**src/rtl/sxe_pkg.sv**
```systemverilog
package sxe_pkg;

    localparam logic [7:0] CMD_READ  = 8'h88;
    localparam logic [7:0] CMD_WRITE = 8'hA8;

    typedef enum logic [2:0] {
        ST_IDLE,
        ST_SETTLE,
        ST_SEEK,
        ST_IDSEC,
        ST_XFER,
        ST_DRAIN
    } state_e;

    typedef struct packed {
        state_e     st;
        logic       wr_mode;
        logic       drq;
        logic       lost;
        logic       rnf;
        logic       motor;
        logic [7:0] trk;
        logic [7:0] sec;
        logic [7:0] data;
        logic [7:0] hdr_trk;
    } regs_t;

endpackage

```
**src/rtl/sxe_counter.sv**
```systemverilog
module sxe_counter #(
    parameter int LIMIT = 4
) (
    input  logic clk,
    input  logic rst_n,
    input  logic clr,
    input  logic inc,
    output logic at_last
);
    localparam int W = (LIMIT > 1) ? $clog2(LIMIT) : 1;

    logic [W-1:0] cnt_d, cnt_q;

    always_comb begin
        cnt_d = cnt_q;
        if (clr)
            cnt_d = '0;
        else if (inc && !at_last)
            cnt_d = cnt_q + W'(1);
    end

    always_ff @(posedge clk) begin
        if (!rst_n) cnt_q <= '0;
        else        cnt_q <= cnt_d;
    end

    assign at_last = (cnt_q == W'(LIMIT - 1));

    // count never passes its limit, which bounds transfer length
    assert_cnt_bound_R9: assert property (@(posedge clk) disable iff (!rst_n)
        (cnt_q <= W'(LIMIT - 1)));
endmodule

```
**src/rtl/sxe_id_check.sv**
```systemverilog
module sxe_id_check (
    input  logic [7:0] want_trk,
    input  logic [7:0] want_sec,
    input  logic [7:0] hdr_trk,
    input  logic [7:0] hdr_sec,
    output logic       hit
);
    assign hit = (want_trk == hdr_trk) && (want_sec == hdr_sec);
endmodule

```
**src/rtl/sxe_engine.sv**
```systemverilog
module sxe_engine
    import sxe_pkg::*;
#(
    parameter int SECT_BYTES = 256,
    parameter int MAX_IDS    = 8,
    parameter int SETTLE_CYC = 16
) (
    input  logic       clk,
    input  logic       rst_n,
    input  logic [1:0] host_addr,
    input  logic       host_wr,
    input  logic       host_rd,
    input  logic [7:0] host_wdata,
    output logic [7:0] host_rdata,
    input  logic       rx_valid,
    input  logic       rx_mark,
    input  logic [7:0] rx_byte,
    input  logic       tx_ready,
    output logic       tx_valid,
    output logic [7:0] tx_byte,
    output logic       motor_on
);
    regs_t cur_q, nxt_d;

    logic settle_clr, settle_inc, settle_last;
    logic ids_clr, ids_inc, ids_last;
    logic byte_clr, byte_inc, byte_last;
    logic id_hit, busy, host_clr, drq_eff, start, wr_cmd;
    logic [7:0] status;

    sxe_counter #(.LIMIT(SETTLE_CYC)) settle_ctr_i (
        .clk(clk), .rst_n(rst_n), .clr(settle_clr), .inc(settle_inc), .at_last(settle_last));
    sxe_counter #(.LIMIT(MAX_IDS)) ids_ctr_i (
        .clk(clk), .rst_n(rst_n), .clr(ids_clr), .inc(ids_inc), .at_last(ids_last));
    sxe_counter #(.LIMIT(SECT_BYTES)) byte_ctr_i (
        .clk(clk), .rst_n(rst_n), .clr(byte_clr), .inc(byte_inc), .at_last(byte_last));

    sxe_id_check id_check_i (
        .want_trk(cur_q.trk), .want_sec(cur_q.sec),
        .hdr_trk(cur_q.hdr_trk), .hdr_sec(rx_byte), .hit(id_hit));

    assign busy     = (cur_q.st != ST_IDLE);
    assign wr_cmd   = host_wr && (host_addr == 2'd0);
    assign start    = wr_cmd && !busy &&
                      ((host_wdata == CMD_READ) || (host_wdata == CMD_WRITE));
    assign host_clr = cur_q.drq && busy && (host_addr == 2'd3) &&
                      (cur_q.wr_mode ? host_wr : host_rd);
    assign drq_eff  = cur_q.drq && !host_clr;
    assign tx_valid = tx_ready && (cur_q.st == ST_XFER) && cur_q.wr_mode;
    assign tx_byte  = cur_q.data;
    assign motor_on = cur_q.motor;
    assign status   = {3'b000, cur_q.rnf, 1'b0, cur_q.lost, cur_q.drq, busy};

    always_comb begin
        case (host_addr)
            2'd0:    host_rdata = status;
            2'd1:    host_rdata = cur_q.trk;
            2'd2:    host_rdata = cur_q.sec;
            default: host_rdata = cur_q.data;
        endcase
    end

    always_comb begin
        nxt_d      = cur_q;
        nxt_d.drq  = drq_eff;
        settle_clr = 1'b0;
        settle_inc = 1'b0;
        ids_clr    = 1'b0;
        ids_inc    = 1'b0;
        byte_clr   = 1'b0;
        byte_inc   = 1'b0;

        if (host_wr && !busy && host_addr == 2'd1) nxt_d.trk = host_wdata;
        if (host_wr && !busy && host_addr == 2'd2) nxt_d.sec = host_wdata;
        if (host_wr && host_addr == 2'd3 && !(busy && !cur_q.wr_mode))
            nxt_d.data = host_wdata;

        case (cur_q.st)
            ST_IDLE: begin
                if (start) begin
                    nxt_d.st      = ST_SETTLE;
                    nxt_d.wr_mode = (host_wdata == CMD_WRITE);
                    nxt_d.drq     = 1'b0;
                    nxt_d.lost    = 1'b0;
                    nxt_d.rnf     = 1'b0;
                    nxt_d.motor   = 1'b1;
                    settle_clr    = 1'b1;
                    ids_clr       = 1'b1;
                    byte_clr      = 1'b1;
                end
            end
            ST_SETTLE: begin
                settle_inc = 1'b1;
                if (settle_last) nxt_d.st = ST_SEEK;
            end
            ST_SEEK: begin
                if (rx_valid && rx_mark) begin
                    nxt_d.hdr_trk = rx_byte;
                    nxt_d.st      = ST_IDSEC;
                end
            end
            ST_IDSEC: begin
                if (rx_valid) begin
                    if (id_hit) begin
                        nxt_d.st  = ST_XFER;
                        nxt_d.drq = cur_q.wr_mode;
                        byte_clr  = 1'b1;
                    end else if (ids_last) begin
                        nxt_d.st  = ST_IDLE;
                        nxt_d.rnf = 1'b1;
                    end else begin
                        ids_inc  = 1'b1;
                        nxt_d.st = ST_SEEK;
                    end
                end
            end
            ST_XFER: begin
                if (!cur_q.wr_mode && rx_valid) begin
                    nxt_d.data = rx_byte;
                    nxt_d.drq  = 1'b1;
                    if (drq_eff) nxt_d.lost = 1'b1;
                    byte_inc = 1'b1;
                    if (byte_last) nxt_d.st = ST_DRAIN;
                end else if (cur_q.wr_mode && tx_ready) begin
                    if (cur_q.drq) nxt_d.lost = 1'b1;
                    byte_inc = 1'b1;
                    if (byte_last) begin
                        nxt_d.st  = ST_IDLE;
                        nxt_d.drq = 1'b0;
                    end else begin
                        nxt_d.drq = 1'b1;
                    end
                end
            end
            ST_DRAIN: begin
                if (!drq_eff) nxt_d.st = ST_IDLE;
            end
            default: nxt_d.st = ST_IDLE;
        endcase
    end

    always_ff @(posedge clk) begin
        if (!rst_n) cur_q <= '{st: ST_IDLE, default: '0};
        else        cur_q <= nxt_d;
    end

    // request flag only while a command is active
    assert_drq_in_cmd_R9: assert property (@(posedge clk) disable iff (!rst_n)
        cur_q.drq |-> busy);
    // a running command always has the motor on
    assert_motor_busy_R2: assert property (@(posedge clk) disable iff (!rst_n)
        busy |-> motor_on);
    // settling leads only to header search
    assert_settle_exit_R3: assert property (@(posedge clk) disable iff (!rst_n)
        (cur_q.st == ST_SETTLE) |=> (cur_q.st == ST_SETTLE || cur_q.st == ST_SEEK));
    // not-found always ends the command
    assert_rnf_ends_R5: assert property (@(posedge clk) disable iff (!rst_n)
        $rose(cur_q.rnf) |-> !busy);
    // read overrun without host read raises lost flag
    assert_read_overrun_R8: assert property (@(posedge clk) disable iff (!rst_n)
        (cur_q.st == ST_XFER && !cur_q.wr_mode && rx_valid && cur_q.drq &&
         !(host_rd && host_addr == 2'd3)) |=> cur_q.lost);
    // a delivered non-final write byte re-arms the request
    assert_tx_rearm_R7: assert property (@(posedge clk) disable iff (!rst_n)
        (tx_valid && !byte_last) |=> cur_q.drq);
endmodule

```
**config.mk**
```make
export PLATFORM = sky130hd
export DESIGN_NAME = sxe_engine
export DESIGN_NICKNAME = d
export VERILOG_FILES = /design/src/rtl/sxe_pkg.sv /design/src/rtl/sxe_counter.sv /design/src/rtl/sxe_id_check.sv /design/src/rtl/sxe_engine.sv
export SDC_FILE = /design/constraint.sdc
export NUM_CORES = 1
export LEC_CHECK = 0
export BUFFER_PORTS_ARGS = -buffer_cell sky130_fd_sc_hd__buf_2
export CORE_MARGIN = 8
export CORE_UTILIZATION = 50
export CTS_BUF_LIST = sky130_fd_sc_hd__clkbuf_2
export CTS_CLUSTER_DIAMETER = 100
export CTS_CLUSTER_SIZE = 25
export DETAILED_ROUTE_END_ITERATION = 10
export PLACE_DENSITY = 0.75
export SYNTH_ARGS = -nofsm -noshare
export SYNTH_HDL_FRONTEND = slang
export SYNTH_HIERARCHICAL = 1
export SYNTH_SLANG_ARGS = --single-unit
```
**constraint.sdc**
```tcl
create_clock -name clk -period 3.55 [get_ports clk]
set_clock_uncertainty 0.15 [all_clocks]
set_input_delay 0.71 -clock clk [delete_from_list [all_inputs] [get_ports clk]]
set_output_delay 0.71 -clock clk [all_outputs]
set_load 0.1 [all_outputs]
```
# After elaboration in Yosys (flattened, before gate mapping)
# Cells that the tools add are included.
[classes] add_sub_neg=3 n_eq_ne=26 mux=43 bitwise=1 n_reduce_logical=42
[op_table] cell="8-bit two-way mux" n=4
[op_table] cell="3-bit two-way mux" n=9
[op_table] cell="8-bit equality test, second input constant" n=3
[op_table] cell="8-bit one-hot mux with 3 select lines" n=1
[op_table] cell="1-bit logical AND" n=22
[op_table] cell="1-bit two-way mux" n=21
[op_table] cell="3-bit one-hot mux with 6 select lines" n=1
[op_table] cell="8-bit equality test" n=2
[op_table] cell="2-bit != test, second input constant" n=5
[op_table] cell="5-bit AND reduction" n=2
[op_table] cell="3-bit equality test, second input constant" n=3
[op_table] cell="8-bit by 1-bit adder with 8-bit output, second input constant" n=1
[op_table] cell="1-bit logical NOT" n=7
[op_table] cell="7-bit AND reduction" n=1
[op_table] cell="3-bit by 2-bit equality test with 1-bit output, second input constant" n=2
[op_table] cell="2-bit two-way mux" n=3
[op_table] cell="2-bit by 1-bit != test with 1-bit output, second input constant" n=3
[op_table] cell="1-bit one-hot mux with 2 select lines" n=3
[op_table] cell="4-bit by 1-bit adder with 4-bit output, second input constant" n=1
[op_table] cell="2-bit equality test, second input constant" n=2
[op_table] cell="4-bit equality test, second input constant" n=1
[op_table] cell="2-bit AND reduction" n=2
[op_table] cell="2-bit nonzero test" n=2
[op_table] cell="2-bit OR reduction" n=2
[op_table] cell="12 further kinds" n=12
[word_totals] register_bits=55 inputBits=25 output_inout_bits=18 elab_cells=128

# Depth between registers and ports, before layout
# Gate-level depths: netlist of the first run.
[depth] depth_word=9 depth_mapped=8 ltp_nobuf=8

# Cells and area by module
# The synthesis of the first run kept the hierarchy.
[modules_own_cells] mod="sxe_engine" n_inst=1 cells_each=230 area_per_inst_um2=2164.6 seq_area_each_um2=800.8
[modules_own_cells] mod="sxe_counter (byte_ctr_i)" n_inst=1 cells_each=50 area_per_inst_um2=422.9 seq_area_each_um2=160.2
[modules_own_cells] mod="sxe_counter (settle_ctr_i)" n_inst=1 cells_each=22 area_per_inst_um2=197.7 seq_area_each_um2=80.1
[modules_own_cells] mod="sxe_id_check" n_inst=1 cells_each=21 area_per_inst_um2=177.7 seq_area_each_um2=0.0
[modules_own_cells] mod="sxe_counter (ids_ctr_i)" n_inst=1 cells_each=13 area_per_inst_um2=145.1 seq_area_each_um2=60.1

# Worst setup path before layout of the first run
# No wires, ideal clock.
[synth_timing] kind="register to output" start="register cur_q[37] (netlist name)" end="output port tx_valid" arrival_ns=2.074 slack_ns=0.616 path_stages_with_launch=5 path_buffers=1 path_cell_list="dfxtp_1 > buf_4 > nor2_1 > nand2_1 > nor2_1"
[synth_via] elab_chain_cells=3
[synth_rtl] item="from (decl)" line="sxe_engine.sv:23" source="regs_t cur_q, nxt_d;"
[synth_rtl] item="from (signal assigned)" line="sxe_engine.sv:144" source="else cur_q <= nxt_d;"
[synth_rtl] item="3-bit equality test" line="sxe_engine.sv:49" source="assign tx_valid = tx_ready && (cur_q.st == ST_XFER) && cur_q.wr_mode;"
[synth_rtl] item="1-bit logical AND (2 in a row)" line="sxe_engine.sv:49"
[synth_rtl] item="to (decl)" line="sxe_engine.sv:19" source="output logic tx_valid,"
# Every way passes these cells.

# Worst setup path after layout of the first run
[layout_timing] start="register cur_q[37] (netlist name)" end="output port host_rdata[0]"
[layout_via] elab_chain_cells=2
[layout_rtl] item="3-bit nonzero test" line="sxe_engine.sv:42" source="assign busy = (cur_q.st != ST_IDLE);"
[layout_rtl] item="8-bit one-hot mux with 3 select lines" line="sxe_engine.sv:55" source="case (host_addr)"
[layout_rtl] item="to (decl)" line="sxe_engine.sv:14" source="output logic [7:0] host_rdata,"
# Every way passes these cells.

==> impl_metrics.tcl, run 1 <==
set metrics [dict create \
    cts_tree "yes" \
    min_period_ns 3.091 \
    synth-seq-cells 55 \
    cpMaxStageDelayCell "dfxtp_1" \
    drc 0 \
    syn_nets 365 \
    path_max_fanout 12 \
    arrival_ns 2.23 \
    drv_slew 0 \
    ant_nets 0 \
    pin_count 43 \
    dpl.hpwl_um 5450 \
    avgSynthCellArea_um2 9.250 \
    period_share_pct 87.06 \
    vias 2516 \
    finalSetupViolations 0 \
    cts_buffers 5 \
    maxCapViolations 0 \
    diodes 0 \
    initial_utilization_pct 52.18 \
    htree_levels 2 \
    endpoint_kind "output port" \
    yosysSeqAreaShare_pct 35.43 \
    hold-worst-slack_ns 0.3451 \
    p_int_uw 839.1 \
    grt_overflow 0 \
    wl_um 7253 \
    die-area_um2 8995 \
    grt_max_degree 23 \
    grt_pass1_wl_um 11990 \
    fmax_mhz 323.5 \
    combPwrFrac_pct 28.2 \
    vias_per_cell 5.731 \
    netlist_area_um2 3108 \
    p_per_area_nw_per_um2 402.4 \
    drt_iter0_markers 120 \
    multi_input_area_um2 1813 \
    ys_async_sr_fraction_pct 0 \
    finalHoldViolCount 0 \
    max_stage_delay_ns 0.54 \
    num-nets-final 392 \
    hold_path.class "reg -> reg" \
    cp_top_family "flip-flops" \
    rsz0062_at_grt "false" \
    power_switching_uw 486.7 \
    path_clk_slew_ns 0.29 \
    routedWlPerCell_um 16.52 \
    required_ns 2.69 \
    grt_usage_pct 16.56 \
    ys.flop_type "dfxtp_1" \
    synth_cells 336 \
    final_util_pct 55.32 \
    clock_path_buffers 2 \
    yosysWarnings 6 \
    portBuffers 42 \
    synthToLayoutAreaGrowth_pct 5.998 \
    crit_path_cell_trace "or3_1 -> mux4_2 -> buf_2" \
    leakage_uw 0.001386 \
    final_cell_count_no_fill 439 \
    tightest_slew_ns 0.7528 \
    seqPwrFrac_pct 53.0 \
    globalplace.congestion 0.8372 \
    clkSinkCount 55 \
    max_slew_margin_pct 49.82 \
    cts_resized 0 \
    n_fill_cell 569 \
    design_area_um2 3294 \
    cts_root_buffer "clkbuf_2" \
    crit_buf_inv 1 \
    fp.dieW_um 94.84 \
    setup-tns-final_ns 0 \
    place_area_um2 3252 \
    synth_cell_types 65 \
    register_area_um2 1101 \
    hold_buffers 0 \
    drive_above_1_share_pct 20.05 \
    synth-edff-count 0 \
    dr.pass1.iters 4 \
    ir_drop_mv 0.2216 \
    grt_pass1_vias 2444 \
    startpoint_type "flop" \
    dp.cells 431 \
    path_class "reg -> out" \
    rows 28 \
    postCtsSetupRepairBufs 0 \
    pwr-share-clk_pct 18.8 \
    switching_share_pct 36.71 \
    die_y_um 94.84 \
    clock_latency_ns 0.45 \
    status "finished clean" \
    antenna_found_initial 0 \
    coreArea_um2 5956 \
]
==> flip-flops by register name (all words and copies together) (netlist names) <==
register	cells
byte_ctr_i/cnt_q	8
settle_ctr_i/cnt_q	4
motor_on	1
ids_ctr_i/cnt_q	3
cur_q	31
tx_byte	8
==> kinds of logic after synthesis <==
group	after synthesis	share of synthesized area [%]
compound gates	61	13.57
xor+xnor	17	4.791
fa+ha+maj	4	1.610
buf+inv	29	6.239
flops	55	35.43
mux	45	16.26
simple gates	125	22.10
==> cell usage after synthesis, types with 3 or more instances <==
cell type,n,area share (%)
and4_1,3,0.85
mux2_2,4,1.4
o21ai_1,5,0.81
ha_1,4,1.6
nand3_1,4,0.64
and3_1,3,0.60
nor2_1,44,5.3
and2_1,3,0.60
nand4_1,7,1.4
xnor2_1,17,4.8
a211oi_1,8,1.9
mux2i_1,37,12
nor2b_1,6,1.2
clkbuf_1,4,0.48
nand2b_1,8,1.6
a22o_1,4,1.1
o21ai_0,8,1.3
mux4_2,4,2.9
nor3_1,6,0.97
inv_1,4,0.48
a21oi_1,16,2.6
nand2_1,20,2.4
buf_4,10,2.4
buf_2,5,0.81
dfxtp_1,55,35
==> power groups by stage <==
| stage | combinational [uW] | sequential, uW | clock (uW) |
|---|---|---|---|
| final | 374 | 702 | 249 |
| after detailed placement | 372 | 714 | 0 |
| after floorplan | 326 | 692 | 0 |
| after global routing | 403 | 709 | 273 |
| after global placement | 368 | 711 | 0 |
| after CTS | 374 | 702 | 256 |
==> layout make-up <==
type / instances / share of cell area [%]
Timing Repair Buffer: 44 / 6.836
Tap cell: 75 / 2.848
Inverter: 5 / 0.5697
Clock inverter: 2 / 0.3798
Sequential cell: 55 / 33.42
Clock buffer: 6 / 0.9115
Multi-Input combinational cell: 252 / 55.03
==> layer usage <==
layer	vias to the layer above	track usage [%]	wire length (um)
li1	1253	-	-
met1	1193	22.24	3423
met2	64	26.36	3325
met3	6	3.571	441
met4	0	4.031	62
met5	-	0	0
==> cells in the final DEF (no fill, tap or decap), types with 5 or more instances in the layout <==
master and instances:
nor2b_1 6, a21oi_1 16, o21ai_1 5, nor3_1 6, clkbuf_2 6, nand2b_1 8, nand4_1 7, mux2i_1 37
buf_2 42, nor2_1 44, a211oi_1 8, xnor2_1 17, dfxtp_1 55, nand2_1 20, o21ai_0 8
==> metrics by stage <==
| stage | power [uW] | setup slack [ns] |
|---|---|---|
| CTS | 1332 | 0.4559 |
| floorplan | 1018 | 0.6160 |
| global route | 1385 | 0.3848 |
| finish | 1326 | 0.4593 |
| detailed placement | 1086 | 0.6634 |
| global placement | 1079 | 0.6723 |
==> final timing paths <==
kind / from / endpoint / slack [ns] / cells after the start
min: motor_on$_SDFFE_PN0P_ / motor_on$_SDFFE_PN0P_ / 0.35 / 1
max reg2reg: cur_q[37]$_SDFFE_PN0P_ / byte_ctr_i/cnt_q[6]$_SDFFE_PP0P_ / 1.11 / 6
max: cur_q[37]$_SDFFE_PN0P_ / host_rdata[0] / 0.46 / 3
min reg2reg: motor_on$_SDFFE_PN0P_ / motor_on$_SDFFE_PN0P_ / 0.35 / 1
Power figures use the tool's default switching activity.
==> run 2: changes to the inputs <==
Settings changed: CORE_ASPECT_RATIO from default to 0.5.
==> run 2 against run 1 <==
Effect of this change: combinational power is essentially flat; highest routed layer unchanged; non-clock buffer count down 1; total power grew 0.25%; via count rose by 1.7%; sequential share of layout area down 0.089 points; core utilization shrank 0.54 points; final cell count up 2.7%; final area is 0.27% higher; largest power group unchanged; critical endpoint unchanged; die area up 1.7%; register-to-register slack gained 0.06 ns; maximum frequency grew 1.6%; hold slack improved by 0.024 ns.
==> impl_metrics.tcl, run 2 (synthesis results as in run 1) <==
set metrics [dict create \
    drv_slew 0 \
    rows 20 \
    grt_overflow 0 \
    dr.pass1.iters 4 \
    setup_slack_ns 0.5081 \
    clock_latency_ns 0.45 \
    rsz0062_at_grt "false" \
    hp-start "host_wdata[2]" \
    drive_above_1_share_pct 19.56 \
    die-area_um2 9148 \
    arrival_ns 2.18 \
    ir_drop_mv 0.1465 \
    endpoint_kind "output port" \
    grt_max_degree 29 \
    globalplace.congestion 0.8268 \
    htree_levels 2 \
    cts_root_buffer "clkbuf_2" \
    clock_path_buffers 2 \
    postCtsSetupRepairBufs 0 \
    min_path_cells 3 \
    cts_buffers 5 \
    routedWlPerCell_um 16.08 \
    path_class "reg -> out" \
    diodes 0 \
    setup-tns-final_ns 0 \
    leakage_uw 0.001383 \
    regMostFlops "cur_q" \
    required_ns 2.69 \
    portBuffers 42 \
    dpl.hpwl_um 5342 \
    num-nets-final 391 \
    wl_um 7252 \
    min_to "cur_q[26]$_SDFFE_PN0P_" \
    drc 0 \
    max_slew_margin_pct 50.24 \
    layout_common_cells "dfxtp_1 (55), nor2_1 (44), buf_2 (42)" \
    maxCapViolations 0 \
    finalHoldViolCount 0 \
    initial_utilization_pct 51.54 \
    hold_buffers 0 \
    p_per_area_nw_per_um2 402.4 \
    status "finished clean" \
    finalSetupViolations 0 \
    pin_count 43 \
    place_ws_ns 0.6154 \
    rr_endpoint "byte_ctr_i/cnt_q[6]$_SDFFE_PP0P_" \
    path_clk_slew_ns 0.28 \
    hold_path.class "in -> reg" \
    final_util_pct 54.77 \
    startpoint_type "flop" \
    grt_usage_pct 15.88 \
    drt_iter0_markers 268 \
    largest_reg_flops 31 \
    coreArea_um2 6031 \
    layout_commonest_cell "dfxtp_1" \
    r2r-start "cur_q[37]$_SDFFE_PN0P_" \
    rr_worst_depth 6 \
    tightest_slew_ns 0.7464 \
    grt_pass1_vias 2511 \
    cts_resized 0 \
    antenna_found_initial 0 \
    cts_tree "yes" \
    grt_pass1_wl_um 12010 \
    r2r_slack_ns 1.17 \
    synthToLayoutAreaGrowth_pct 6.280 \
    min_period_ns 3.042 \
    fmax_mhz 328.7 \
    vias_per_cell 5.672 \
    clkSinkCount 55 \
    vias 2558 \
    path_max_fanout 12 \
    period_share_pct 85.69 \
    die_y_um 71.75 \
    fp.dieW_um 127.5 \
    ant_nets 0 \
]
-- run 2: cell count changes in the layout (fill, tap and decap cells not counted) --
| cell | before | now |
|---|---|---|
| buf_4 | 2 | 1 |
| clkinv_1 | 1 | 2 |
| clkinv_2 | 1 | 0 |
| clkinv_4 | 0 | 1 |
| clkinvlp_4 | 1 | 0 |
-- run 2: worst max-delay path, stage by stage, from the launching register on --
cell and delay (ns):
dfxtp_1 0.52, or3_1 0.46, mux4_2 0.45, buf_2 0.30
-- run 2: layout make-up --
type | instances | area, um^2
Multi-Input combinational cell | 252 | 1813
Clock buffer | 6 | 30.03
Timing Repair Buffer | 43 | 217.7
Inverter | 5 | 18.77
Tap cell | 88 | 110.1
Fill cell | 551 | 2728
Sequential cell | 55 | 1101
Clock inverter | 2 | 12.51
-- run 2: worst max path at each step --
stage	startpoint	end	slack, ns	depth (start not counted)
global route	cur_q[37]$_SDFFE_PN0P_	host_rdata[0]	0.41	3
finish	cur_q[37]$_SDFFE_PN0P_	host_rdata[0]	0.51	3
floorplan	cur_q[37]$_SDFFE_PN0P_	tx_valid	0.62	4
CTS	cur_q[37]$_SDFFE_PN0P_	host_rdata[0]	0.48	3
global placement	host_addr[1]	host_rdata[5]	0.63	4
detailed placement	host_addr[1]	host_rdata[3]	0.62	4
-- run 2: where the power goes --
| part | leakage [uW] | switching (uW) | internal, uW | total [uW] |
|---|---|---|---|---|
| combinational | 0.000907 | 241 | 133 | 374 |
| clock | 0.0000306 | 203 | 51.1 | 254 |
| sequential | 0.000445 | 45.1 | 656 | 701 |
-- run 2: metrics by stage --
stage / area [um^2] / hold slack, ns / std cells / power (uW)
floorplan: 3108 / 0.3107 / 336 / 1018
global placement: 3261 / 0.3058 / 443 / 1073
detailed placement: 3261 / 0.3302 / 443 / 1084
CTS: 3303 / 0.3570 / 451 / 1330
global route: 3303 / 0.3436 / 451 / 1385
finish: 3303 / 0.3687 / 451 / 1329
-- run 2: per-layer routing --
metal,up-vias,wire [um],GRT usage (%)
met2,66,3591,27.91
li1,1254,-,-
met3,11,310,3.479
met5,-,0,0
met1,1227,3270,19.08
met4,0,80,4.837
